`src/rtl/simsamp_pkg.sv`:
```
package simsamp_pkg;

    localparam int OS_W = 3;

    typedef enum logic [2:0] {
        ST_RST,
        ST_IDLE,
        ST_CONV,
        ST_WAITB,
        ST_RDLO,
        ST_RDHI,
        ST_DONE
    } seq_state_e;

    typedef struct packed {
        logic rst;
        logic conv;
        logic cs_n;
        logic rd_n;
    } pin_ctl_t;

    function automatic int cnt_bits(input int n);
        return ($clog2(n + 1) < 1) ? 1 : $clog2(n + 1);
    endfunction

    function automatic int max_of(input int a, input int b);
        return (a > b) ? a : b;
    endfunction

endpackage

```
`src/rtl/simsamp_seq.sv`:
```
module simsamp_seq
    import simsamp_pkg::*;
#(
    parameter int CH_N     = 8,
    parameter int RST_CYC  = 8,
    parameter int CONV_HI  = 2,
    parameter int RD_LO    = 3,
    parameter int RD_HI    = 2,
    parameter int BUSY_TMO = 200,
    parameter int PERIOD   = 400,
    localparam int CW = cnt_bits(CH_N - 1),
    localparam int TW = cnt_bits(max_of(max_of(RST_CYC, CONV_HI),
                                         max_of(max_of(RD_LO, RD_HI), BUSY_TMO))),
    localparam int PW = cnt_bits(PERIOD)
) (
    input  logic            clk,
    input  logic            rst,
    input  logic            busy,
    input  logic [OS_W-1:0] os_req,
    output pin_ctl_t        pins,
    output logic [OS_W-1:0] os_out,
    output logic            cap_en,
    output logic [CW-1:0]   cap_idx,
    output logic            commit,
    output logic            tmo
);
    localparam logic [PW-1:0] PMAX = PW'(PERIOD - 1);

    seq_state_e      st;
    logic [TW-1:0]   tcnt;
    logic [PW-1:0]   per;
    logic [CW-1:0]   ch;
    logic            saw;
    logic [OS_W-1:0] os_q;
    logic            tmo_q;

    always_ff @(posedge clk) begin
        if (rst) begin
            st    <= ST_RST;
            tcnt  <= '0;
            per   <= PMAX;
            ch    <= '0;
            saw   <= 1'b0;
            os_q  <= '0;
            tmo_q <= 1'b0;
        end else begin
            tmo_q <= 1'b0;
            if (per != PMAX) per <= per + 1'b1;
            case (st)
                ST_RST: begin
                    per <= PMAX;
                    if (tcnt == TW'(RST_CYC - 1)) begin
                        st   <= ST_IDLE;
                        tcnt <= '0;
                    end else tcnt <= tcnt + 1'b1;
                end
                ST_IDLE: begin
                    os_q <= os_req;
                    if (per == PMAX) begin
                        st   <= ST_CONV;
                        per  <= '0;
                        tcnt <= '0;
                    end
                end
                ST_CONV: begin
                    if (tcnt == TW'(CONV_HI - 1)) begin
                        st   <= ST_WAITB;
                        tcnt <= '0;
                        saw  <= 1'b0;
                    end else tcnt <= tcnt + 1'b1;
                end
                ST_WAITB: begin
                    if (busy) saw <= 1'b1;
                    // a completed busy cycle wins over an expiring timer
                    if (saw && !busy) begin
                        st   <= ST_RDLO;
                        tcnt <= '0;
                        ch   <= '0;
                    end else if (tcnt == TW'(BUSY_TMO - 1)) begin
                        st    <= ST_RST;
                        tcnt  <= '0;
                        tmo_q <= 1'b1;
                    end else tcnt <= tcnt + 1'b1;
                end
                ST_RDLO: begin
                    if (tcnt == TW'(RD_LO - 1)) begin
                        tcnt <= '0;
                        st   <= (ch == CW'(CH_N - 1)) ? ST_DONE : ST_RDHI;
                    end else tcnt <= tcnt + 1'b1;
                end
                ST_RDHI: begin
                    if (tcnt == TW'(RD_HI - 1)) begin
                        tcnt <= '0;
                        ch   <= ch + 1'b1;
                        st   <= ST_RDLO;
                    end else tcnt <= tcnt + 1'b1;
                end
                ST_DONE: st <= ST_IDLE;
                default: st <= ST_RST;
            endcase
        end
    end

    always_comb begin
        pins.rst  = (st == ST_RST);
        pins.conv = (st == ST_CONV);
        pins.cs_n = !((st == ST_RDLO) || (st == ST_RDHI));
        pins.rd_n = (st != ST_RDLO);
    end

    assign cap_en  = (st == ST_RDLO) && (tcnt == TW'(RD_LO - 1));
    assign cap_idx = ch;
    assign commit  = (st == ST_DONE);
    assign os_out  = os_q;
    assign tmo     = tmo_q;

    // the oversampling code moves only in the inter-conversion wait
    p_os_hold_r4: assert property (@(posedge clk) disable iff (rst)
        (st != ST_IDLE) |=> $stable(os_q))
        else $error("R4 oversampling code moved outside the wait state");

    // reading never begins before busy was observed high
    p_read_after_busy_r3: assert property (@(posedge clk) disable iff (rst)
        (st == ST_WAITB && $past(st) == ST_WAITB && !saw) |=> (st != ST_RDLO))
        else $error("R3 read began without a busy cycle");

endmodule

```
`src/rtl/simsamp_bank.sv`:
```
module simsamp_bank #(
    parameter int CH_N = 8,
    parameter int DW   = 16,
    parameter int CW   = 3
) (
    input  logic               clk,
    input  logic               rst,
    input  logic               cap_en,
    input  logic [CW-1:0]      cap_idx,
    input  logic [DW-1:0]      db,
    input  logic               first,
    input  logic               commit,
    output logic [CH_N*DW-1:0] words,
    output logic               valid,
    output logic               aerr
);
    logic [DW-1:0]      sh [CH_N];
    logic [CH_N-1:0]    fs;
    logic [CH_N*DW-1:0] sh_flat;
    logic               aligned;

    generate
        for (genvar g = 0; g < CH_N; g++) begin : g_flat
            assign sh_flat[g*DW +: DW] = sh[g];
        end
    endgenerate

    assign aligned = fs[0] && (fs[CH_N-1:1] == '0);

    always_ff @(posedge clk) begin
        if (rst) begin
            for (int i = 0; i < CH_N; i++) sh[i] <= '0;
            fs    <= '0;
            words <= '0;
            valid <= 1'b0;
            aerr  <= 1'b0;
        end else begin
            valid <= 1'b0;
            aerr  <= 1'b0;
            if (cap_en) begin
                sh[cap_idx] <= db;
                fs[cap_idx] <= first;
            end
            if (commit) begin
                if (aligned) begin
                    words <= sh_flat;
                    valid <= 1'b1;
                end else aerr <= 1'b1;
            end
        end
    end

    // a commit yields exactly one of the two outcomes
    p_one_outcome_r8: assert property (@(posedge clk) disable iff (rst)
        commit |=> (valid != aerr))
        else $error("R8 commit outcome not exclusive");

endmodule

```
`src/rtl/simsamp_reader.sv`:
```
module simsamp_reader
    import simsamp_pkg::*;
#(
    parameter int CH_N     = 8,
    parameter int DW       = 16,
    parameter int RST_CYC  = 8,
    parameter int CONV_HI  = 2,
    parameter int RD_LO    = 3,
    parameter int RD_HI    = 2,
    parameter int BUSY_TMO = 200,
    parameter int PERIOD   = 400
) (
    input  logic               clk,
    input  logic               rst,
    input  logic [2:0]         os_req,
    input  logic               adc_busy,
    input  logic               adc_first,
    input  logic [DW-1:0]      adc_db,
    output logic               adc_rst,
    output logic               adc_conv,
    output logic               adc_cs_n,
    output logic               adc_rd_n,
    output logic [2:0]         adc_os,
    output logic               smp_valid,
    output logic [CH_N*DW-1:0] smp_words,
    output logic               tmo_pulse,
    output logic               align_err
);
    localparam int CW = cnt_bits(CH_N - 1);

    pin_ctl_t      pins;
    logic          cap_en;
    logic [CW-1:0] cap_idx;
    logic          commit;

    simsamp_seq #(
        .CH_N(CH_N), .RST_CYC(RST_CYC), .CONV_HI(CONV_HI), .RD_LO(RD_LO),
        .RD_HI(RD_HI), .BUSY_TMO(BUSY_TMO), .PERIOD(PERIOD)
    ) seq_i (
        .clk(clk), .rst(rst), .busy(adc_busy), .os_req(os_req),
        .pins(pins), .os_out(adc_os), .cap_en(cap_en), .cap_idx(cap_idx),
        .commit(commit), .tmo(tmo_pulse)
    );

    simsamp_bank #(.CH_N(CH_N), .DW(DW), .CW(CW)) bank_i (
        .clk(clk), .rst(rst), .cap_en(cap_en), .cap_idx(cap_idx),
        .db(adc_db), .first(adc_first), .commit(commit),
        .words(smp_words), .valid(smp_valid), .aerr(align_err)
    );

    assign adc_rst  = pins.rst;
    assign adc_conv = pins.conv;
    assign adc_cs_n = pins.cs_n;
    assign adc_rd_n = pins.rd_n;

    p_no_read_busy_r3: assert property (@(posedge clk) disable iff (rst)
        !adc_cs_n |-> !adc_busy)
        else $error("R3 bus access while busy");

    p_conv_bus_quiet_r2: assert property (@(posedge clk) disable iff (rst)
        adc_conv |-> (adc_cs_n && adc_rd_n))
        else $error("R2 bus access during start strobe");

    p_valid_single_r6: assert property (@(posedge clk) disable iff (rst)
        smp_valid |=> !smp_valid)
        else $error("R6 valid longer than one cycle");

    p_words_hold_r6: assert property (@(posedge clk) disable iff (rst)
        !smp_valid |-> $stable(smp_words))
        else $error("R6 words changed without valid");

    p_tmo_restart_r7: assert property (@(posedge clk) disable iff (rst)
        tmo_pulse |-> (adc_rst && !smp_valid))
        else $error("R7 timeout without restart");

endmodule

```
`config.mk`:
```
export PLATFORM = sky130hd
export DESIGN_NAME = simsamp_reader
export DESIGN_NICKNAME = d
export VERILOG_FILES = /design/src/rtl/simsamp_pkg.sv /design/src/rtl/simsamp_seq.sv /design/src/rtl/simsamp_bank.sv /design/src/rtl/simsamp_reader.sv
export SDC_FILE = /design/constraint.sdc
export NUM_CORES = 1
export LEC_CHECK = 0
export ABC_AREA = 1
export BUFFER_PORTS_ARGS = -buffer_cell sky130_fd_sc_hd__buf_2
export CAP_MARGIN = 20
export CORE_MARGIN = 2
export CORE_UTILIZATION = 25
export CTS_BUF_LIST = sky130_fd_sc_hd__clkbuf_8 sky130_fd_sc_hd__clkbuf_16
export DETAILED_ROUTE_END_ITERATION = 7
export GPL_TIMING_DRIVEN = 0
export SLEW_MARGIN = 20
export SYNTH_ARGS = -nofsm -noshare
export SYNTH_HDL_FRONTEND = slang
export SYNTH_SLANG_ARGS = --single-unit
```
`constraint.sdc`:
```
create_clock -name clk -period 2.1 [get_ports clk]
set_clock_uncertainty 0.05 [all_clocks]
set_input_delay 0.21 -clock clk [delete_from_list [all_inputs] [get_ports clk]]
set_output_delay 0.21 -clock clk [all_outputs]
set_load 0.02 [all_outputs]
```
* After elaboration in Yosys (flattened, before gate mapping)
Memories as Yosys holds them, arrays and structs flattened. A register that Yosys moved wholly into a read port is not among the register bits.
Index checks and enable logic that the tools add are counted.
** Word-level totals
- Register bits :: 38
- RAM bits :: 128
- Input port bits :: 23
- Output and inout port bits :: 138
- Word-level logic and storage cells :: 100
- Memories kept :: 1
** Memories
- bank_i.sh :: words 8, width 16, read ports 8, clocked after memory_dff 8, wr ports 8, line simsamp_bank.sv:17 : logic [DW-1:0] sh [CH_N];
** Operators by class
- Add/subtract/negate cells :: 3
- Magnitude comparators :: 2
- Equality and inequality tests :: 22
- Multiplexer cells :: 39
- Bitwise logic cells :: 2
- Reductions and logical operators :: 21
** Operators with widths (count)
- two-way mux 8 bit :: 6
- one-hot mux 8 bit (5 select lines) :: 1
- two-way mux 3 bit :: 10
- one-hot mux 3 bit (7 select lines) :: 1
- two-way mux 9 bit :: 2
- one-hot mux 9 bit (2 select lines) :: 1
- two-way mux 16 bit :: 1
- OR reduction 16 bit :: 1
- == test 3 bit (second input constant) :: 4
- two-way mux 1 bit :: 12
- != test 2 x 1 -> 1 bit (second input constant) :: 6
- adder 9 x 1 -> 9 bit (second input constant) :: 1
- == test 9 bit (second input constant) :: 1
- != test 9 bit (second input constant) :: 1
- adder 8 x 1 -> 8 bit (second input constant) :: 1
- bitwise mux 8 bit :: 1
- == test 8 x 1 -> 1 bit (second input constant) :: 1
- == test 8 x 2 -> 1 bit (second input constant) :: 1
- == test 8 x 3 -> 1 bit (second input constant) :: 1
- == test 8 bit (second input constant) :: 1
- zero test 7 bit :: 1
- == test 3 x 2 -> 1 bit (second input constant) :: 2
- one-hot mux 3 bit (2 select lines) :: 1
- AND reduction 3 bit :: 2
- other kinds (21) :: 29

* Depth between registers and ports, before layout
- Depth in word-level cells :: 7
- Gate-level depth with buffers :: 11
- Mapped depth without buffers :: 11

* Hierarchy
A second synthesis with hierarchy kept.
** Second synthesis, totals
- Cell total of the unflattened synthesis :: 1415
- Area total of the unflattened synthesis :: 12284.3 µm²
** Modules (own cells, without submodules)
- simsamp_bank :: times used 1, cells each 1185, area an instance 10710.3 µm², sequential area each 6606.3 µm²
- simsamp_seq :: times used 1, cells each 230, area an instance 1574.0 µm², sequential area each 560.5 µm²

* Worst setup path after synthesis
Ideal clock, no wire load.
- Path type :: register -> register
- From :: register seq_i.tcnt[0]
- To :: memory bank_i.sh[1][0], enable pin
- Setup time :: 0.372 ns
- Data arrival time :: 1.893 ns
- Required time :: 1.678 ns
- Setup slack :: -0.214 ns
- Stages on the path, launching flop included :: 8
- Buffers on the path :: 1
- Path through :: dfxtp_1 > inv_1 > ha_1 > nand3_1 > nor4_4 > nand2_4 > buf_6 > nand2_1
** RTL lines
- start: declaration :: line simsamp_seq.sv:30 : logic [TW-1:0] tcnt;
- start signal: assignment :: line simsamp_seq.sv:55 : end else tcnt <= tcnt + 1'b1;
- start signal: assignment :: line simsamp_seq.sv:70 : end else tcnt <= tcnt + 1'b1;
- start signal: assignment :: line simsamp_seq.sv:83 : end else tcnt <= tcnt + 1'b1;
- end: declaration :: line simsamp_bank.sv:17

* Worst setup path after layout
- From :: register bank_i.fs[1]
- To :: register bank_i.words[79] (netlist: smp_words[79]), read port of bank_i.sh
** On the way
- Word-level cells in the longest chain between the ends :: 3
** Ends and longest elaborated chain
- start: declaration :: line simsamp_bank.sv:18 : logic [CH_N-1:0] fs;
- start signal: indexed assignment :: line simsamp_bank.sv:42 : fs[cap_idx] <= first;
- zero test 7 bit :: line simsamp_bank.sv:28 : assign aligned = fs[0] && (fs[CH_N-1:1] == '0);
- logical AND 1 bit :: line simsamp_bank.sv:28
- AND reduction 2 bit (no source line)
- end: declaration :: line simsamp_bank.sv:13 : output logic [CH_N*DW-1:0] words,
Every way passes these cells.
A chain may end at the register's enable or synchronous reset.

==> results.md <==
- PwrDens: 871.6 nW/um^2
- Detailed Place HPWL: 25940 um
- Die ar.: 49010 sq um
- Status: finished, final reports clean
- All-Layer GR Usage: 0.1450
- Final-layout fill cell count: 4801
- Mapped Area: 11810 sq um
- Leakage: 7.362 nW
- Final core utilization: 0.3225
- Vias per inst: 4.275
- Area leader, netlist: edfxtp_1
- FF-to-FF End: smp_words[79]
- Iter 0 DRT Violations: 757
- Drt pass-1 iters: 5
- Port Buf Inserts: 159
- Post-synthesis register bit count: 294
- First-pass GRT wire length: 54840 um
- Rows: 79
- Metal3 WL: 2877 um
- Library cells used by synthesis: 32
- Worst-Margin Slew: 0.8968 ns
- I/O pins: 161
- Initial Utilization: 0.2538
- Skew-Pair Late Insertion Delay: 0.53 ns
- Clk buf depth: 3
- CTS Buf Count: 35
- Max incr delay on CP: 0.32 ns
- CP endpoint: smp_words[79]
- Critical setup path kind: reg2reg
- Worst r2r src: bank_i.fs[1]
- Max-slew violations: 0
- Clk sinks: 294
- Reg2Reg Setup Slack: 0.05 ns
- Wl on met1: 15540 um
- Critical Path End Type: flop
- TritonCTS clock tree: yes
- Critical Path Start Type: flop
- Area post-placement: 13380 sq um
- Routed Antenna Nets: 0
- Met2 WL: 17320 um
- Setup ws final: 0.04529 ns
- Mean Syn Cell Area: 8.402 sq um
- Area grow syn2layout: 27.08%
- Tot Pwr: 13.09 mW
- Routed len/inst: 16.13 um
- Fin crit share: 0.9784
- CTS Root Cell: clkbuf_16
- Warnings, synthesis: 0
- Max-cap violations: 0
- Post-route cell area: 15010 sq um
- Drt drc: 0
- Syn nets: 1436
- Hold Fails Final Rpt: 0
- Slowest CP cell: nor4_4
- Core ar.: 46560 sq um
- Sequential share of the synthesized area: 0.6067
- Layout net count: 1651
- CP max FO: 10
- Antenna violations before repair: 3
- Die height: 221.4 um
- Fmax: 486.7 MHz
- Fraction of final layout cells sized beyond drive strength 1: 0.1808
- Worst-path cell chain: or2_2 -> nor4_4 -> nand2_2 -> buf_2 -> clkbuf_2 -> nor2_1 -> nor2_1
- Post-synth top area share: 0.3254
- H-Tree Depth: 2
- Total grt overflow: 0
- RSZ-0062 raised after global routing: true
- Top cells by area, synth: edfxtp_1, dfxtp_1, nor2_1
- Clock transition at the registers of the reported paths: 0.06 ns
- Minimum clock period after layout: 2.055 ns
- Maximum VDD drop: 0.6409 mV
- Routed Wire Length: 36400 um
- Worst Setup SP: bank_i.fs[1]
- R2R depth: 7
- Routability cong.: 0.8072
- Worst hold path class: in2reg
- Worst EP required: 2.46 ns
- Max layer used: met4
- Relative slew slack: 0.4021
- Cell count after synthesis: 1406
- Final setup viols: 0
- Vias in the first global route: 9303
- Crit path top cell by count: nor2_1
- DIE WIDTH: 221.4 um
- Vias: 9644
- Setup slack at placement: -1.188 ns
- Crit path arrival time: 2.41 ns
- Largest net degree at the start of global routing: 20
- WHS: 0.1155 ns
## worst max-delay path: cells and delay by family (launching register included)
| kind | cells | cell delay [ns] |
|---|---|---|
| simple gates | 5 | 1.10 |
| buf+inv | 2 | 0.47 |
| flops | 1 | 0.31 |
## cells in the mapped netlist (all sizes together)
| cell | n |
|---|---|
| nor2 | 361 |
| nand2 | 331 |
| inv | 182 |
| dfxtp | 166 |
| edfxtp | 128 |
| nor3 | 84 |
| clkbuf | 45 |
| nand3 | 30 |
| buf | 19 |
| o21ai | 15 |
| a21oi | 12 |
| nand4 | 8 |
| ha | 7 |
| xor2 | 6 |
| nor4 | 5 |
| a211oi | 1 |
| a221oi | 1 |
| nor3b | 1 |
| o211ai | 1 |
| o21bai | 1 |
| or2 | 1 |
| xnor2 | 1 |
## state kept, by name (all words and copies together) (netlist names), 3 cells and up
register       flops
seq_i.tcnt         8
seq_i.per          9
seq_i.cap_idx      3
smp_words        128
seq_i.os_out       3
bank_i.fs          8
seq_i.st           3
bank_i.sh        128
## timing repair
item                                   in CTS  in global routing
pin swaps                                   3                  0
setup endpoints to repair                 327                223
buffers inserted                            5                 10
hold buffers                                5                  0
endpoints found under the hold margin       7                  0
gates cloned                                1                  1
resized for setup                          41                 28
## worst min-delay path by stage
stage | start | to | slack, ns | cells past startpoint
after detailed placement | os_req[2] | seq_i.os_out[2] | 0.40 | 3
final | rst | seq_i.per[2] | 0.12 | 3
after floorplan | os_req[0] | seq_i.os_out[0] | 0.29 | 2
after global placement | os_req[2] | seq_i.os_out[2] | 0.38 | 3
after CTS | rst | seq_i.per[2] | 0.09 | 3
after global routing | rst | seq_i.per[2] | 0.12 | 3
## cell usage in the layout (no fill, tap or decap), types with 4 or more instances in the layout
cell           instances
xor2_1                 6
nand2_2                4
nand2_8                6
clkbuf_2              10
ha_1                   7
buf_12                 4
o21ai_0               14
buf_4                 11
nand2_1              314
clkbuf_1              28
nand2_4                9
nand4_4                5
clkbuf_8               5
a21oi_1               12
dlygate4sd3_1          5
inv_1                186
nor3_1                84
nand3_1               28
inv_2                  4
buf_2                171
edfxtp_1             128
clkbuf_16             36
nor2_1               355
clkinv_2               6
nor2_2                 4
dfxtp_1              165
## power by group
| group | total, mW | switching [mW] | internal, mW |
|---|---|---|---|
| clock | 6.04 | 2.43 | 3.61 |
| combinational | 0.878 | 0.630 | 0.248 |
| sequential | 6.17 | 0.0742 | 6.09 |
## cell families (layout without fill, tap and decap cells)
| family | after synthesis | in the layout | synth area share |
|---|---|---|---|
| other | 0 | 1 | 0 |
| adder cells (fa/ha/maj) | 7 | 7 | 0.007413 |
| AND/OR/NAND/NOR | 821 | 823 | 0.2850 |
| AO/OA/AOI/OAI | 31 | 31 | 0.01409 |
| XOR/XNOR | 7 | 7 | 0.005190 |
| flip-flops | 294 | 294 | 0.6067 |
| buffers and inverters | 246 | 486 | 0.08166 |
## layout make-up
type	count	area (sq um)	share of cell area
sequential	294	7168	0.4775
antenna	1	2.502	0.0001667
timing repair buffer	179	1012	0.06742
clock inverter	25	214.0	0.01425
inverter	182	683.2	0.04550
buffer	61	314.1	0.02092
multi-input combinational	868	3918	0.2609
clock buffer	39	942.2	0.06276
tap	607	759.5	0.05059
## metrics by stage
step / instances / TNS (ns)
final: 2256 / 0
after global routing: 2255 / -0.05073
after CTS: 2244 / 0
after detailed placement: 2172 / -164.64
after global placement: 2172 / -155.46
after floorplan: 1406 / -10.44
## routing by layer
| metal | track usage | vias to the layer above |
|---|---|---|
| met4 | 0.03551 | 0 |
| li1 | - | 4798 |
| met3 | 0.03678 | 47 |
| met5 | 0 | - |
| met1 | 0.1865 | 4459 |
| met2 | 0.2432 | 340 |
Note: power is estimated with default switching activity, not from simulation.
